$ cat src/rtl/btn_db_pkg.sv
`timescale 1ns/1ps
package btn_db_pkg;

    typedef enum logic {
        BTN_UP   = 1'b0,
        BTN_DOWN = 1'b1
    } btn_level_e;

    typedef struct packed {
        logic press;
        logic release_;
    } btn_evt_t;

    localparam btn_evt_t EVT_NONE = '{press: 1'b0, release_: 1'b0};

    function automatic btn_level_e flip_level(btn_level_e lvl);
        return (lvl == BTN_UP) ? BTN_DOWN : BTN_UP;
    endfunction

    function automatic btn_evt_t evt_for(btn_level_e new_lvl);
        btn_evt_t e;
        e.press    = (new_lvl == BTN_DOWN);
        e.release_ = (new_lvl == BTN_UP);
        return e;
    endfunction

endpackage

$ cat src/rtl/btn_sync.sv
`timescale 1ns/1ps
module btn_sync #(
    parameter int unsigned STAGES = 2
) (
    input  logic clk,
    input  logic rst,
    input  logic d_async,
    output logic d_sync
);
    logic [STAGES-1:0] chain_q;

    generate
        if (STAGES == 1) begin : g_one
            always_ff @(posedge clk) begin
                if (rst) chain_q <= '0;
                else     chain_q <= d_async;
            end
        end else begin : g_many
            always_ff @(posedge clk) begin
                if (rst) chain_q <= '0;
                else     chain_q <= {chain_q[STAGES-2:0], d_async};
            end
        end
    endgenerate

    assign d_sync = chain_q[STAGES-1];
endmodule

$ cat src/rtl/btn_tick_gen.sv
`timescale 1ns/1ps
module btn_tick_gen #(
    parameter int unsigned PERIOD = 1_000_000
) (
    input  logic clk,
    input  logic rst,
    output logic tick
);
    localparam int unsigned W = (PERIOD > 1) ? $clog2(PERIOD) : 1;
    localparam logic [W-1:0] LAST = W'(PERIOD - 1);

    logic [W-1:0] cnt_q;

    always_ff @(posedge clk) begin
        if (rst)               cnt_q <= '0;
        else if (cnt_q == LAST) cnt_q <= '0;
        else                   cnt_q <= cnt_q + 1'b1;
    end

    assign tick = (cnt_q == LAST);

    // the divider never leaves its range
    p_cnt_range_r3: assert property (@(posedge clk) disable iff (rst)
        cnt_q <= LAST);

    // ticks are isolated single cycles when the period exceeds one
    p_tick_isolated_r3: assert property (@(posedge clk) disable iff (rst)
        (tick && PERIOD > 1) |=> !tick);
endmodule

$ cat src/rtl/btn_filter.sv
`timescale 1ns/1ps
module btn_filter
    import btn_db_pkg::*;
#(
    parameter int unsigned CONFIRM = 2
) (
    input  logic       clk,
    input  logic       rst,
    input  logic       tick,
    input  logic       level,
    output btn_evt_t   evt,
    output btn_level_e state
);
    localparam int unsigned CW = $clog2(CONFIRM + 1);
    localparam logic [CW-1:0] NEED = CW'(CONFIRM - 1);

    btn_level_e  state_q;
    logic [CW-1:0] miss_q;
    btn_evt_t    evt_q;
    logic        disagree;
    logic        accept;

    always_comb begin
        disagree = (btn_level_e'(level) != state_q);
        accept   = tick && disagree && (miss_q == NEED);
    end

    always_ff @(posedge clk) begin
        if (rst) begin
            state_q <= BTN_UP;
            miss_q  <= '0;
            evt_q   <= EVT_NONE;
        end else begin
            evt_q <= EVT_NONE;
            if (tick) begin
                if (!disagree) begin
                    miss_q <= '0;
                end else if (accept) begin
                    state_q <= flip_level(state_q);
                    miss_q  <= '0;
                    evt_q   <= evt_for(flip_level(state_q));
                end else begin
                    miss_q <= miss_q + 1'b1;
                end
            end
        end
    end

    assign evt   = evt_q;
    assign state = state_q;

    // the state only moves on the cycle after a tick
    p_change_on_tick_r4: assert property (@(posedge clk) disable iff (rst)
        !$stable(state_q) |-> $past(tick));

    // the disagreement count stays below the confirm threshold
    p_miss_bound_r4: assert property (@(posedge clk) disable iff (rst)
        miss_q < CW'(CONFIRM));

    // a press pulse coincides with the down state
    p_press_down_r2: assert property (@(posedge clk) disable iff (rst)
        evt_q.press |-> state_q == BTN_DOWN);

    // a release pulse coincides with the up state
    p_release_up_r7: assert property (@(posedge clk) disable iff (rst)
        evt_q.release_ |-> state_q == BTN_UP);

    // pulses are a single clock wide
    p_press_one_r5: assert property (@(posedge clk) disable iff (rst)
        evt_q.press |=> !evt_q.press);
    p_release_one_r5: assert property (@(posedge clk) disable iff (rst)
        evt_q.release_ |=> !evt_q.release_);

    // press and release never overlap
    p_exclusive_r6: assert property (@(posedge clk) disable iff (rst)
        !(evt_q.press && evt_q.release_));
endmodule

$ cat src/rtl/btn_debounce_edges.sv
`timescale 1ns/1ps
module btn_debounce_edges
    import btn_db_pkg::*;
#(
    parameter int unsigned TICK_PERIOD   = 1_000_000,
    parameter int unsigned SYNC_STAGES   = 2,
    parameter int unsigned CONFIRM_TICKS = 2
) (
    input  logic clk,
    input  logic rst,
    input  logic btn_raw,
    output logic press_pulse,
    output logic release_pulse
);
    logic       btn_s;
    logic       tick;
    btn_evt_t   evt;
    btn_level_e db_state;

    btn_sync #(.STAGES(SYNC_STAGES)) u_sync (
        .clk     (clk),
        .rst     (rst),
        .d_async (btn_raw),
        .d_sync  (btn_s)
    );

    btn_tick_gen #(.PERIOD(TICK_PERIOD)) u_tick (
        .clk  (clk),
        .rst  (rst),
        .tick (tick)
    );

    btn_filter #(.CONFIRM(CONFIRM_TICKS)) u_filter (
        .clk   (clk),
        .rst   (rst),
        .tick  (tick),
        .level (btn_s),
        .evt   (evt),
        .state (db_state)
    );

    assign press_pulse   = evt.press;
    assign release_pulse = evt.release_;

    // outputs are quiet on the cycle after a reset cycle
    p_reset_quiet_r1: assert property (@(posedge clk)
        rst |=> (!press_pulse && !release_pulse));
endmodule

$ cat config.mk
export PLATFORM = sky130hd
export DESIGN_NAME = btn_debounce_edges
export DESIGN_NICKNAME = d
export VERILOG_FILES = /design/src/rtl/btn_db_pkg.sv /design/src/rtl/btn_sync.sv /design/src/rtl/btn_tick_gen.sv /design/src/rtl/btn_filter.sv /design/src/rtl/btn_debounce_edges.sv
export SDC_FILE = /design/constraint.sdc
export NUM_CORES = 1
export LEC_CHECK = 0
export ABC_CLOCK_PERIOD_IN_PS = 1890
export BUFFER_PORTS_ARGS = -buffer_cell sky130_fd_sc_hd__buf_2
export CAP_MARGIN = 20
export CORE_MARGIN = 5
export CORE_UTILIZATION = 30
export DETAILED_ROUTE_END_ITERATION = 10
export GPL_TIMING_DRIVEN = 1
export PLACE_DENSITY = 0.49
export SLEW_MARGIN = 20
export SYNTH_ARGS = -nofsm -noshare
export SYNTH_HDL_FRONTEND = slang
export SYNTH_HIERARCHICAL = 1
export SYNTH_SLANG_ARGS = --single-unit
$ cat constraint.sdc
create_clock -name clk -period 1.89 [get_ports clk]
set_input_delay 0.0945 -clock clk [delete_from_list [all_inputs] [get_ports clk]]
set_output_delay 0.0945 -clock clk [all_outputs]
set_load 0.005 [all_outputs]
==> impl_metrics.tcl <==
set metrics [dict create \
    place_ws_ns 0.01071 \
    worstPathArrival_ns 1.94 \
    synth.top_cell.area_share_pct 45.76 \
    synth_top_area_cell "dfxtp_1" \
    cts-root-buf "clkbuf_8" \
    vias 897 \
    fill_cells 403 \
    place_congestion 0.7325 \
    cts_buffer_depth 2 \
    drt_iter0_drc 12 \
    top_layer_used "met4" \
    slew_violations 0 \
    layout_common_cells "dfxtp_1, nor2_1, xnor2_1, buf_4" \
    grt_pass1_vias 863 \
    wire_per_inst_um 11.14 \
    grt_max_degree 15 \
    wl_met1_mm 1.061 \
    routed_wl_mm 2.150 \
    start_util_pct 31.55 \
    via_per_inst 4.648 \
    worstMarginPinSlew_ns 0.3318 \
    synth_edf_count 0 \
    avgSynthCellArea_um2 9.449 \
    synth_seq_cells 27 \
    antenna_found_initial 0 \
    finalClockSkew_ns 0.002527 \
    synth_flop_cell "dfxtp_1" \
    worstRegToRegCells 7 \
    ff_latch_area_um2 540.5 \
    overflow 0 \
    hold_viol_final 0 \
    met2_length_mm 1.024 \
    rsz0062_at_grt "true" \
    ios 5 \
    ir_worst_vdd_v 0.0003438 \
    num_antenna_cells 0 \
    dp_hpwl_mm 1.650 \
    cts_tree "yes" \
    setup_ws_ns 0.1149 \
    fin_crit_sh_pct 93.92 \
    synthToLayoutAreaGrowth_pct 19.28 \
    critPathKind "register to register" \
    ctsHoldBuffers 0 \
    async_flop_share_pct 0 \
    clock_latency_ns 0.27 \
    antenna_left 0 \
    drc 0 \
    chipHeight_um 72.75 \
    nNetsFinal 150 \
    r2r_end "u_tick/cnt_q[6]" \
    syn-cell-area_mm2 0.001181 \
    die_w_um 72.75 \
    fmax_ghz 0.5633 \
    clk_pin_slew_worst_paths_ns 0.09 \
    io_buffers 4 \
    min_to "u_sync/chain_q[0]" \
    p_total_mw 0.9330 \
    cp_max_fo 10 \
    worst_setup_path_end_kind "register" \
    synthCells 125 \
    drive_above_1_share_pct 20.00 \
    slew_headroom_pct 77.68 \
    power_density_mw_per_mm2 662.2 \
    worstSetupStartpointType "register" \
    status "completed" \
    die-area_mm2 0.005292 \
    required_ns 2.06 \
    max_cap_viol_count 0 \
    cts_buffers 3 \
    layout.cells.most_common "dfxtp_1" \
    synth_area_leaders "dfxtp_1, xnor2_1, nor2_1, nand3_1, nand4_1" \
    placement_rows 22 \
    multi_input_area_um2 619.3 \
    wl_met3_um 36 \
    worstHoldPathType "input port to register" \
    synth.distinct_cells 32 \
    yosys_warnings 6 \
    synth_nets 129 \
    hold_depth 2 \
    rrSetupSlack_ns 0.11 \
    post-route-min-period_ns 1.775 \
    dr.pass1.iters 4 \
    grtUsageTotal_pct 8.902 \
    rr_startpoint "u_tick/cnt_q[0]" \
    grt_first_pass_wirelength_mm 3.788 \
    core_area_mm2 0.003744 \
    hold_start "btn_raw" \
    ys_seq_area_share_pct 45.76 \
    p_leak_nw 0.4786 \
    htree_levels 1 \
    cts.sinks 27 \
    setup_viol 0 \
]
[worst max-delay path: stages (launching register included)]
cell and delay, ns:
dfxtp_1 0.38, ha_1 0.22, and3_1 0.21, nand3_1 0.16, buf_4 0.19, o31ai_4 0.24, buf_4 0.21, nor2_1 0.06
[worst max path at each step]
stage,startpoint,to,slack [ns]
final,u_tick/cnt_q[0],u_tick/cnt_q[6],0.11
after global routing,u_tick/cnt_q[0],u_tick/cnt_q[6],-0.03
after CTS,u_tick/cnt_q[0],u_filter/evt[1],0.11
after detailed placement,u_tick/cnt_q[16],u_filter/evt[1],0.01
after global placement,u_tick/cnt_q[18],u_filter/miss_q[0],0.06
after floorplan,u_tick/cnt_q[16],u_filter/miss_q[0],0.07
[layer usage]
layer / up-vias / global-route usage (%)
met5: - / 0
met4: 0 / 3.074
met3: 4 / 2.066
met2: 6 / 14.93
met1: 409 / 11.12
li1: 478 / -
[state kept, by name, indices dropped and copies added (netlist names)]
name             flops
u_filter/evt         2
u_sync/chain_q       2
u_filter/state       1
u_tick/cnt_q        20
u_filter/miss_q      2
[power breakdown]
part           switching [mW]  internal, mW  total (mW)  leakage, nW
Sequential            0.00659         0.576       0.582        0.218
Clock                   0.171         0.151       0.322       0.0228
Combinational          0.0160        0.0131      0.0291        0.237
[what timing repair did]
item | 4_1_cts | 5_1_grt
cloned | 0 | 0
resized for setup | 1 | 2
setup endpoints to repair | 2 | 3
pin swaps | 0 | 2
setup buffers | 0 | 0
[metrics by stage]
step           instance area (um^2)  cells  hold slack, ns  TNS [ns]  utilization [%]
5_1_grt                        1409    193         0.07192   -0.2131            37.63
3_3_place_gp                   1348    189          0.3056         0            36.00
4_1_cts                        1398    193         0.02957         0            37.33
3_5_place_dp                   1348    189          0.3133         0            36.00
6_report                       1409    193         0.03481         0            37.63
2_1_floorplan                  1181    125          0.1661         0                -
[cell usage after synthesis, types with 2 or more instances]
cell type,instances
nand2b_1,3
xor2_1,2
nor4b_1,3
xnor2_1,14
nor2_1,21
nor3_1,3
nand2_1,3
or4b_4,2
nor4_1,5
a21oi_1,2
or3b_1,2
nand4_1,5
dfxtp_1,27
nand3_1,8
inv_1,7
nor2b_1,2
[cell families after synthesis]
logic type      Yosys count  share of synthesized area (%)
xor+xnor                 16                          11.86
buf+inv                   8                          3.178
mux                       1                         0.8475
simple gates             63                          30.83
compound gates            9                          6.462
flops                    27                          45.76
fa+ha+maj                 1                          1.059
[final cells by class]
type                    count  area share [%]
inverters                   7           1.865
flip-flops and latches     27           38.37
multi-input cells          90           43.96
well taps                  48           4.263
repair buffers             17           8.348
clock buffers               4           3.197
No activity file was read; power rests on OpenSTA's default activity.
